--- config.mk ---
export PLATFORM = sky130hd
export DESIGN_NAME = strap_capture_seq
export DESIGN_NICKNAME = d
export VERILOG_FILES = /design/src/rtl/strap_capture_seq.sv
export SDC_FILE = /design/constraint.sdc
export NUM_CORES = 1
export LEC_CHECK = 0
export ABC_CLOCK_PERIOD_IN_PS = 3550
export BUFFER_PORTS_ARGS = -buffer_cell sky130_fd_sc_hd__buf_2
export CAP_MARGIN = 10
export CORE_ASPECT_RATIO = 2
export CORE_MARGIN = 1
export CORE_UTILIZATION = 25
export DETAILED_ROUTE_END_ITERATION = 8
export HOLD_SLACK_MARGIN = 0.02
export SLEW_MARGIN = 30
export SYNTH_ARGS = -nofsm -noshare
export SYNTH_HDL_FRONTEND = slang
export SYNTH_SLANG_ARGS = --single-unit
--- constraint.sdc ---
create_clock -name clk -period 3.55 [get_ports clk]
set_clock_uncertainty 0.05 [all_clocks]
set_input_delay 0.1775 -clock clk [delete_from_list [all_inputs] [get_ports clk]]
set_output_delay 0.1775 -clock clk [all_outputs]
set_load 0.02 [all_outputs]
--- src/rtl/strap_capture_seq.sv ---
module strap_capture_seq #(
  parameter int N_PINS     = 5,
  parameter int WIN_CYCLES = 28636
) (
  input  logic              clk,
  input  logic              pwr_ok,
  input  logic [N_PINS-1:0] pad_in,
  output logic [N_PINS-1:0] pad_oe,
  output logic [N_PINS-2:0] freq_sel,
  output logic              pin_mode,
  output logic              ready
);
  localparam int CW = $clog2(WIN_CYCLES);
  localparam logic [CW-1:0] LAST = CW'(WIN_CYCLES - 1);

  logic [CW-1:0]     cnt;
  logic [N_PINS-1:0] sync1, sync2, cfg;
  logic              done;

  always_ff @(posedge clk or negedge pwr_ok) begin
    if (!pwr_ok) begin
      cnt   <= '0;
      sync1 <= '0;
      sync2 <= '0;
      cfg   <= '0;
      done  <= 1'b0;
    end else begin
      sync1 <= pad_in;
      sync2 <= sync1;
      if (!done) begin
        if (cnt == LAST) begin
          cfg  <= sync2;
          done <= 1'b1;
        end else begin
          cnt <= cnt + 1'b1;
        end
      end
    end
  end

  assign ready    = done;
  assign pad_oe   = {N_PINS{done}};
  assign freq_sel = cfg[N_PINS-2:0];
  assign pin_mode = cfg[N_PINS-1];

  // buffers stay off until the terminal cycle has passed
  a_r2_closed_in_window: assert property (@(posedge clk) disable iff (!pwr_ok)
    (!done && cnt != LAST) |=> (pad_oe == '0 && !ready));

  // terminal cycle opens every buffer on the next cycle
  a_r2_open_after_terminal: assert property (@(posedge clk) disable iff (!pwr_ok)
    (!done && cnt == LAST) |=> (ready && pad_oe == '1));

  // capture takes the second synchronizer stage
  a_r3_capture_sync: assert property (@(posedge clk) disable iff (!pwr_ok)
    (!done && cnt == LAST) |=> ({pin_mode, freq_sel} == $past(sync2)));

  // configuration and ready frozen after capture
  a_r4_cfg_frozen: assert property (@(posedge clk) disable iff (!pwr_ok)
    ready |=> (ready && $stable(freq_sel) && $stable(pin_mode)));

endmodule

# ---- Yosys cells after proc, flatten, opt, wreduce, memory -nomap -nowiden
# Index checks and enable logic that the tools add are counted.
dict set report word_totals {
  latchBits 0
  ramBits 0
  input_bits 7
  mem_bits_ro 0
  out_inout_bits 11
  n_memories 0
  elab_cells 13
  register_bits 31
}
dict set report op_classes {
  n_div 0
  n_lt_le_gt_ge 0
  n_shift 0
  n_bitwise 2
  mul 0
  n_eq_ne 1
  n_mux 2
  add_sub_neg 1
  n_reduce_logical 2
}
# cell count
set ops {}
lappend ops {{15-bit by 1-bit adder with 15-bit output (second input constant)} 1}
lappend ops {{15-bit == test (second input constant)} 1}
lappend ops {{2-bit AND reduction} 2}
lappend ops {{1-bit 2-to-1 mux} 2}
lappend ops {{1-bit inverter} 2}

# ---- Logic depth before layout (Yosys ltp)
# Gate-level depths: netlist of run 1.
dict set report depth {
  depth_word 3
  ltp_mapped 4
  ltp_nobuf 4
}

# ---- Worst setup path before layout of run 1
# Ideal clock, no wire load.
dict set report synth_timing {
  path_kind {register to register}
  start {register cnt[0]}
  end {register cfg[0]}
  required_ns 3.375
  path_stages_with_launch 5
  setup_slack_ns 1.837
  arrival_time_ns 1.539
  period_less_slack_ns 1.713
  cell_sequence {dfrtp_1 > ha_1 > nand4bb_1 > nor4_4 > mux2_2}
}
dict set report synth_between {
  elab_chain_cells 2
}
# item line
set synth_lines {}
lappend synth_lines {{start: declaration} 16} ;# logic [CW-1:0] cnt;
lappend synth_lines {{start signal: assignment} 35} ;# cnt <= cnt + 1'b1;
lappend synth_lines {{15-bit == test} 31} ;# if (cnt == LAST) begin
lappend synth_lines {{2-bit AND reduction (no line)} -}
lappend synth_lines {{end signal: assignment} 32} ;# cfg <= sync2;
lappend synth_lines {{end: declaration} 17} ;# logic [N_PINS-1:0] sync1, sync2, cfg;
# No other way between the ends.
# A chain may end at the register's enable or synchronous reset.

# ---- Final worst setup path of run 1
dict set report layout_timing {
  start {register cnt[0]}
  end {register cfg[4]}
}
# Same word-level chain as after synthesis.

==> results.md, run 1 <==
- Total CTS buffers: 5
- Final min period: around 1.9 ns
- Crit Path Max Fanout: 5
- RD Place Congestion: between 0.7 and 0.8
- Predominant post-synthesis flop cell: dfrtp_1
- CP Capture Type: register
- Total GRT Usage: 0.106
- Slew headroom: 0.554
- Initial Util: 0.262
- Crit start category: register
- R2r endpoint: cfg[4]
- Share of layout cells above drive strength 1: 0.285
- Synthesis-to-layout area growth: 22.7%
- Yosys warns: 0
- CP bufs+invs: 0
- Setup TNS: 0 ns
- RSZ-0062 raised after global routing: false
- P per Cell Area: ~470 nW/um^2
- R2R setup slack: between 1.5 and 2 ns
- Setup Viol. Count Final: 0
- Synth area leaders: dfrtp_1, xor2_1, mux2_2
- Via/cell ratio: between 4 and 5
- Clk pwr share: 0.485
- Post-synth ARST share: 1.00
- Worst hold start: sync1[2]
- Crit path to: cfg[4]
- Final worst slack: approximately 1.7 ns
- WL per Instance: 13.2 um
- Synth unique cells: 26
- Period Utilization, post-route: 0.535
- Number of inserted diodes: 0
- Die Y: slightly above 100 um
- Setup Slack @ Placement: roughly 1.6 ns
- Final hold violations: 0
- TritonCTS clock tree: yes
- Worst path slowest cell: nor4_4
- Seq/Total Area, Yosys: 0.608
- CTS Buffer Depth: 2
- Internal power: slightly below 600 uW
- NumNets Final: 130
- DP HPWL: around 1700 um
- Slew @ Worst Pin: between 0.6 and 0.7 ns
- Cells on worst reg2reg path: 4
- FF+latch count, synth: 31
- Critical path depth: 4
- Initial antenna violation count: 0
- I/O pin count: 18
- Syn nets: ~110
- Number of I/O port buffers: 17
- Max-Cap Viols: 0
- Number of global-route vias before repair: just over 900
- Cell family with the largest share of critical-path delay: simple AND/OR/NAND/NOR gates
- Synth top area share: 0.608
- Die area: around 5400 um^2
- Final Max Tran Viols: 0
- First-pass GRT wire length: about 4100 um
- CTS Root Cell: clkbuf_8
- Mapped Cells: 99
- Crit path DAT: approximately 2.0 ns
- Drt first-iter violations: 17
- DRC Markers: 0
- Hold Crit Depth: 0
- Row cnt: 36
- CP startpoint: cnt[0]
- Number of routed nets with antenna violations: 0
- Gr ovfl total: 0
- Mapped Area: approximately 1300 um^2
- Post-synth EDFFs: 0
- Number of detailed-route iterations in the first pass: 2
- Core Area: 4860 um^2
- Max incr delay on CP: about 0.47 ns
- CTS Sinks: 31
- Largest area contributor in the netlist: dfrtp_1
- Vias: between 800 and 900
- Sequential share of power: 0.495
- Net Sw Frac: 0.186
- Status: finished, final reports clean
- Fmax: ~530 MHz
- Reg clk slew, reported paths: 0.06 ns
- R2r startpoint: cnt[0]
- Worst vdd ir: between 200 and 250 uV
- NetSw: roughly 140 uW
- Filler cell count: a little under 500
- Combinational Power Share: 0.020
- H-tree depth: 2
- WP data required: between 3 and 4 ns
- Static Leak: 0.000753 uW
- Post-CTS Resized: 0
- Drt total wl: 2370 um
- Cell Chain, Critical Path: ha_1 > nand4bb_1 > nor4_4 > mux2_2
- Critical path type: register to register
- Clk_lat worst skew: 0.28 ns
- Die span in x: between 50 and 60 um
- Mean Syn Cell Area: 12.9 um^2
- Pin count of the biggest net entering global routing: 32
- Worst Hold Class: register to register
==> timing repair <==
action,4_1_cts,5_1_grt
buffers inserted,0,0
hold endpoints to repair,36,0
hold buffers,6,0
==> registers in the layout, indices dropped and copies added, names as in the netlist <==
signal	flops
ready	1
cfg	5
sync1	5
cnt	15
sync2	5
==> layer usage <==
layer,track usage,wire length [um],vias to the layer above
met5,0,0,-
met2,0.188,1330,19
met1,0.0970,850,426
met4,0.0810,91,0
li1,-,-,389
met3,0.0310,94,9
==> cell families after synthesis <==
logic type / share of synthesized area
DFF: 0.608
and+or+nand+nor: 0.190
adders and majority gates: 0.00981
buffers and inverters: 0.0442
AOI/OAI and AO/OA: 0.0206
xor gates and xnor gates: 0.0824
muxes: 0.0442
==> cells in the mapped netlist (2+ instances only) <==
library cell / n
nand2_1: 6
o21ai_0: 2
nor2_1: 3
xnor2_1: 3
or4_1: 2
nor4_1: 5
or2_2: 2
nor3_1: 3
dfrtp_1: 31
buf_4: 5
nand4_1: 2
mux2_2: 5
nand3b_1: 2
nand3_1: 4
nand4b_1: 3
xor2_1: 9
inv_1: 3
==> power groups by stage <==
| stage | sequential, uW | combinational [uW] | clock (uW) |
|---|---|---|---|
| after CTS | 360 | 15.2 | 363 |
| final | 360 | 14.4 | 353 |
| after global routing | 361 | 16.6 | 380 |
| after global placement | 367 | 9.56 | 0 |
| after floorplan | 366 | 0.0439 | 0 |
| after detailed placement | 367 | 10.0 | 0 |
==> cell usage in the layout (no fill, tap or decap), drive strengths merged, types with 2 or more instances in the layout <==
| cell | count |
|---|---|
| nand2 | 6 |
| dlygate4sd3 | 6 |
| nor4 | 6 |
| inv | 3 |
| nand3b | 2 |
| or2 | 2 |
| clkbuf | 6 |
| o21ai | 2 |
| xor2 | 9 |
| xnor2 | 3 |
| mux2 | 5 |
| nand4 | 3 |
| nand4b | 3 |
| dfrtp | 31 |
| nor3 | 3 |
| buf | 17 |
| or4 | 2 |
| nand3 | 4 |
| nor2 | 3 |
==> worst min-delay path by stage <==
| stage | to | slack (ns) |
|---|---|---|
| after floorplan | cfg[0] | -0.17 |
| after global placement | sync2[3] | 0.18 |
| after detailed placement | sync2[3] | 0.20 |
| after CTS | sync2[2] | 0.30 |
| after global routing | sync2[0] | 0.31 |
| final | sync2[2] | 0.30 |
==> cell type report <==
type	count	area, um^2	share of cell area
flip-flops and latches	31	776	0.496
multi-input cells	58	443	0.283
repair buffers	23	145	0.0928
clock buffers	6	82.6	0.0528
well taps	57	71.3	0.0456
clock inverters	2	35.0	0.0224
inverters	3	11.3	0.00720
==> per-stage QoR <==
stage	hold slack [ns]	utilization	instance area (um^2)	power (uW)	instances
finish	0.299	0.322	1560	728	180
floorplan	-0.168	-	1270	367	99
global placement	0.185	0.285	1390	376	166
global route	0.308	0.322	1560	757	180
CTS	0.300	0.322	1560	738	180
detailed placement	0.199	0.285	1390	377	166
Note: power is estimated with default switching activity, not from simulation.
==> inputs of run 2 (changes only) <==
- ABC_CLOCK_PERIOD_IN_PS: 3550 -> 1500
- clock period: 3.55 -> 1.5 ns (I/O delays scaled with it)
==> results.md, run 2 (synthesized netlist as in run 1, its figures left out) <==
- Worst vdd ir: 540 uV (was 228 uV)
- Max-Cap Viols: 0 (unchanged)
- Gr ovfl total: 0 (unchanged)
- Initial Util: 0.262 (unchanged)
- Number of detailed-route iterations in the first pass: 4 (was 2)
- WP data required: 1.62 ns (was 3.66 ns)
- DP HPWL: 1940 um (was 1680 um)
- First-pass GRT wire length: 4570 um (was 4130 um)
- Die span in x: 52.5 um (unchanged)
- R2R setup slack: -0.08 ns (was 1.65 ns)
- Critical path type: register to register (unchanged)
- Final worst slack: -0.0820 ns (was 1.65 ns)
- Total CTS buffers: 5 (unchanged)
- Final min period: 1.58 ns (was 1.90 ns)
- WL per Instance: 14.4 um (was 13.2 um)
- Number of I/O port buffers: 17 (unchanged)
- Most frequent cells in the layout: dfrtp_1, buf_4, buf_2, xor2_1 (was dfrtp_1, buf_2, xor2_1)
- Commonest non-fill, non-tap cell in the layout: dfrtp_1 (unchanged)
- Pin count of the biggest net entering global routing: 32 (unchanged)
- H-tree depth: 2 (unchanged)
- I/O pin count: 18 (unchanged)
- CP Capture Type: register (unchanged)
- Setup Slack @ Placement: -0.148 ns (was 1.64 ns)
- CTS Root Cell: clkbuf_8 (unchanged)
- Period Utilization, post-route: 1.05 (was 0.535)
- Slew headroom: 0.556 (was 0.554)
- Clk_lat worst skew: 0.28 ns (about the same)
- R2r endpoint: cfg[1] (was cfg[4])
- P per Cell Area: 816 nW/um^2 (was 465 nW/um^2)
- Crit Path Max Fanout: 5 (unchanged)
- Cell family with the largest share of critical-path delay: flip-flops (was simple AND/OR/NAND/NOR gates)
- Row cnt: 36 (unchanged)
- CP bufs+invs: 1 (was 0)
- Most flops, register: cnt (unchanged)
- Cells on worst reg2reg path: 5 (was 4)
- Worst path slowest cell: dfrtp_1 (was nor4_4)
- Cell Chain, Critical Path: ha_4 > nand4bb_4 > nor4_4 > buf_6 > mux2_4 (was ha_1 > nand4bb_1 > nor4_4 > mux2_2)
- Die area: 5410 um^2 (unchanged)
- Static Leak: 0.000946 uW (was 0.000753 uW)
- Share of layout cells above drive strength 1: 0.523 (was 0.285)
- Drt first-iter violations: 29 (was 17)
- RSZ-0062 raised after global routing: true (was false)
- TritonCTS clock tree: yes (unchanged)
- Worst Hold Class: input port to asynchronous set/reset pin (was register to register)
- Dpl cell area: 1600 um^2 (was 1390 um^2)
- Drt total wl: 2960 um (was 2370 um)
- CP startpoint: cnt[1] (was cnt[0])
- Final Max Tran Viols: 0 (unchanged)
- CTS Sinks: 31 (unchanged)
- Status: finished with violations (was finished, final reports clean)
- Max incr delay on CP: 0.41 ns (was 0.47 ns)
- Crit start category: register (unchanged)
- Final instance area: 1900 um^2 (was 1560 um^2)
- Crit path DAT: 1.70 ns (was 2.01 ns)
- Synthesis-to-layout area growth: 49.4% (was 22.7%)
- R2r startpoint: cnt[1] (was cnt[0])
- Core Area: 4860 um^2 (unchanged)
- Via/cell ratio: 4.63 (was 4.68)
- Die Y: 103 um (unchanged)
- Slew @ Worst Pin: 0.667 ns (was 0.668 ns)
- Final hold violations: 0 (unchanged)
- Initial antenna violation count: 0 (unchanged)
- Max FFs per register: 15 (unchanged)
- Setup Viol. Count Final: 8 (was 0)
- Number of inserted diodes: 0 (unchanged)
- Total GRT Usage: 0.117 (was 0.106)
- DRC Markers: 0 (unchanged)
- Number of routed nets with antenna violations: 0 (unchanged)
- Reg clk slew, reported paths: 0.07 ns (was 0.06 ns)
- RD Place Congestion: 0.862 (was 0.757)
- Number of global-route vias before repair: 1026 (was 924)
- CTS Buffer Depth: 2 (unchanged)
- Failing checks: setup timing
- Vias: 954 (was 843)
- Fmax: 632 MHz (was 527 MHz)
- NumNets Final: 156 (was 130)
## run 2: cell types whose count changed in the layout (fill, tap and decap cells not counted), moves of 3 or more
cell,delta
nor3_1,-3
nor4_4,+3
buf_4,+23
buf_6,+3
mux2_4,+5
mux2_2,-5
nor4_1,-5
## run 2: where the power goes
group / switching (uW) / leakage (uW) / internal (uW) / total (uW)
Clock: 335 / 0.0000408 / 331 / 666
Sequential: 4.25 / 0.000394 / 849 / 853
Combinational: 18.6 / 0.000511 / 15.8 / 34.4
Total: 358 / 0.000946 / 1200 / 1550
## run 2: per-layer routing
metal | routed length, um | share of wire | track usage | vias up
met3 | 89 | 0.030 | 0.0221 | 7
met4 | 95 | 0.032 | 0.0668 | 0
met2 | 1710 | 0.58 | 0.224 | 26
li1 | - | - | - | 439
met5 | 0 | 0 | 0 | -
met1 | 1060 | 0.36 | 0.108 | 482
## run 2: through the flow
step | power (uW) | TNS (ns) | hold WS (ns) | std cells | util
3_5_place_dp | 893 | -0.752 | 0.104 | 190 | 0.330
2_1_floorplan | 867 | -0.476 | -0.271 | 99 | -
5_1_grt | 1620 | -0.814 | 0.318 | 206 | 0.391
3_3_place_gp | 890 | -0.305 | 0.0839 | 190 | 0.330
4_1_cts | 1570 | -0.302 | 0.311 | 205 | 0.373
6_report | 1550 | -0.444 | 0.304 | 206 | 0.391
## run 2: worst max-delay path by stage
stage	slack (ns)	cells past startpoint	end
finish	-0.08	5	cfg[1]
CTS	-0.06	4	cfg[1]
global placement	-0.05	5	cnt[1]
detailed placement	-0.15	5	cnt[1]
global route	-0.10	4	cnt[1]
floorplan	-0.1	3	cfg[0]
## run 2: timing repair
item	4_1_cts	5_1_grt
resized for setup	11	16
hold buffers	6	0
endpoints found under the setup margin	12	15
hold endpoints to repair	36	0
pin swaps	0	7
setup buffers	1	1
## run 2: cell type report
cell class / count / area (um^2)
Fill cell: 465 / 2960
Timing Repair Buffer: 49 / 352
Clock inverter: 3 / 23.8
Clock buffer: 5 / 68.8
Sequential cell: 31 / 777
Inverter: 3 / 11.3
Multi-Input combinational cell: 58 / 601
Tap cell: 57 / 71.3
==> inputs of run 3 (changes only) <==
- CAP_MARGIN: 10 -> 20
- SKIP_CTS_REPAIR_TIMING: not set -> 1
==> results.md, run 3 (synthesized netlist as in run 1, its figures left out) <==
- RD Place Congestion: 0.862 (unchanged)
- Row cnt: 36 (unchanged)
- Sequential share of power: 0.549 (about the same)
- Slew @ Worst Pin: 0.663 ns (was 0.667 ns)
- Combinational Power Share: 0.022 (about the same)
- Crit Path Max Fanout: 8 (was 5)
- Most flops, register: cnt (unchanged)
- Crit start category: register (unchanged)
- I/O pin count: 18 (unchanged)
- Crit path DAT: 1.69 ns (was 1.70 ns)
- WP data required: 1.60 ns (was 1.62 ns)
- NetSw: 359 uW (was 358 uW)
- Internal power: 1200 uW (about the same)
- CTS Buffer Depth: 2 (unchanged)
- Max-Cap Viols: 0 (unchanged)
- Drt total wl: 2860 um (was 2960 um)
- Number of routed nets with antenna violations: 0 (unchanged)
- RSZ-0062 raised after global routing: true (unchanged)
- Share of layout cells above drive strength 1: 0.503 (was 0.523)
- CP Capture Type: register (unchanged)
- Max FFs per register: 15 (unchanged)
- Setup Viol. Count Final: 8 (unchanged)
- DRC Markers: 0 (unchanged)
- Most frequent cells in the layout: dfrtp_1, buf_4, buf_2, xor2_1 (unchanged)
- Final hold violations: 0 (unchanged)
- Initial Util: 0.262 (unchanged)
- Min Hold Slack: 0.302 ns (was 0.304 ns)
- P per Cell Area: 827 nW/um^2 (was 816 nW/um^2)
- Net Sw Frac: 0.231 (was 0.230)
- Total GRT Usage: 0.112 (was 0.117)
- Status: finished with violations (unchanged)
- Clk pwr share: 0.429 (about the same)
- Max incr delay on CP: 0.40 ns (was 0.41 ns)
- CTS Root Cell: clkbuf_8 (unchanged)
- Clk_lat worst skew: 0.28 ns (about the same)
- Failing checks: setup timing (unchanged)
- Worst path slowest cell: dfrtp_1 (unchanged)
- H-tree depth: 2 (unchanged)
- Die span in x: 52.5 um (unchanged)
- Final min period: 1.59 ns (was 1.58 ns)
- First-pass GRT wire length: 4350 um (was 4570 um)
- Final Max Tran Viols: 0 (unchanged)
- Cell Chain, Critical Path: nand4_4 > buf_4 > nor4_2 > buf_4 > o211ai_1 (was ha_4 > nand4bb_4 > nor4_4 > buf_6 > mux2_4)
- Number of I/O port buffers: 17 (unchanged)
- Fin util: 0.386 (was 0.391)
- Worst Hold Class: input port to asynchronous set/reset pin (unchanged)
- NumNets Final: 156 (unchanged)
- TritonCTS clock tree: yes (unchanged)
- Reg clk slew, reported paths: 0.07 ns (about the same)
- Final worst slack: -0.0854 ns (was -0.0820 ns)
- Fmax: 631 MHz (was 632 MHz)
- Initial antenna violation count: 0 (unchanged)
- Most common cell on crit path: buf_4
- Vias: 926 (was 954)
- Number of inserted diodes: 0 (unchanged)
- Pin count of the biggest net entering global routing: 32 (unchanged)
- WL per Instance: 13.9 um (was 14.4 um)
- Dpl cell area: 1600 um^2 (unchanged)
- Critical path type: register to register (unchanged)
- Final instance area: 1880 um^2 (was 1900 um^2)
- Dpl cells: 190 (unchanged)
- Via/cell ratio: 4.50 (was 4.63)
- Number of global-route vias before repair: 998 (was 1026)
- Final Non-Filler Cells: 206 (unchanged)
- Synthesis-to-layout area growth: 47.4% (was 49.4%)
- Die area: 5410 um^2 (unchanged)
- CTS Sinks: 31 (unchanged)
- Worst vdd ir: 564 uV (was 540 uV)
- Static Leak: 0.000908 uW (was 0.000946 uW)
- Number of detailed-route iterations in the first pass: 4 (unchanged)
- DP HPWL: 1940 um (unchanged)
- Period Utilization, post-route: 1.06 (was 1.05)
- Total CTS buffers: 5 (unchanged)
- Die Y: 103 um (unchanged)
- Drt first-iter violations: 14 (was 29)
- Slew headroom: 0.558 (was 0.556)
- Core Area: 4860 um^2 (unchanged)
- Commonest non-fill, non-tap cell in the layout: dfrtp_1 (unchanged)
- Gr ovfl total: 0 (unchanged)
==> run 3: cell counts in the layout (fill, tap and decap cells not counted) <==
Identical to the previous run, type by type.
==> run 3: metrics by stage <==
stage | TNS, ns | power (uW) | setup WS [ns]
finish | -0.516 | 1550 | -0.0854
global placement | -0.305 | 890 | -0.0476
detailed placement | -0.752 | 893 | -0.148
floorplan | -0.476 | 867 | -0.0953
global route | -0.987 | 1620 | -0.157
CTS | -0.911 | 1560 | -0.165
==> run 3: area by class of cell <==
cell class	count	area, um^2
Tap cell	57	71.3
Timing Repair Buffer	49	359
Clock inverter	3	23.8
Inverter	3	11.3
Multi-Input combinational cell	58	568
Sequential cell	31	777
Clock buffer	5	68.8
Fill cell	466	2990
==> run 3: worst paths after layout <==
check | slack (ns) | from | end | depth (start not counted)
worst max-delay path | -0.09 | cnt[6] | cnt[0] | 5
worst min-delay path | 0.30 | pwr_ok | cfg[2] | 2
worst max register to register | -0.09 | cnt[6] | cnt[0] | 5
worst min register to register | 0.31 | sync1[1] | sync2[1] | 0
max in group asynchronous | 0.63 | pwr_ok | ready | 2
min in group clk | 0.31 | sync1[1] | sync2[1] | 0
==> run 3: power groups by stage <==
stage | clock network (uW) | registers (uW) | logic (uW)
6_report | 667 | 853 | 34.3
5_1_grt | 722 | 854 | 40.5
4_1_cts | 681 | 853 | 24.2
3_5_place_dp | 0 | 869 | 24.2
3_3_place_gp | 0 | 868 | 22.6
2_1_floorplan | 0 | 867 | 0.104
==> run 3: worst max-delay path: cells and delay by family (launching register included) <==
| family | cells | cell delay [ns] |
|---|---|---|
| compound gates | 1 | 0.11 |
| buf+inv | 2 | 0.39 |
| flops | 1 | 0.40 |
| simple gates | 2 | 0.50 |
==> run 3: layer usage <==
| layer | up-vias | share of wire | global-route usage |
|---|---|---|---|
| met4 | 0 | 0.019 | 0.0668 |
| met2 | 22 | 0.59 | 0.225 |
| li1 | 440 | - | - |
| met3 | 6 | 0.029 | 0.0221 |
| met1 | 458 | 0.36 | 0.0917 |
| met5 | - | 0 | 0 |
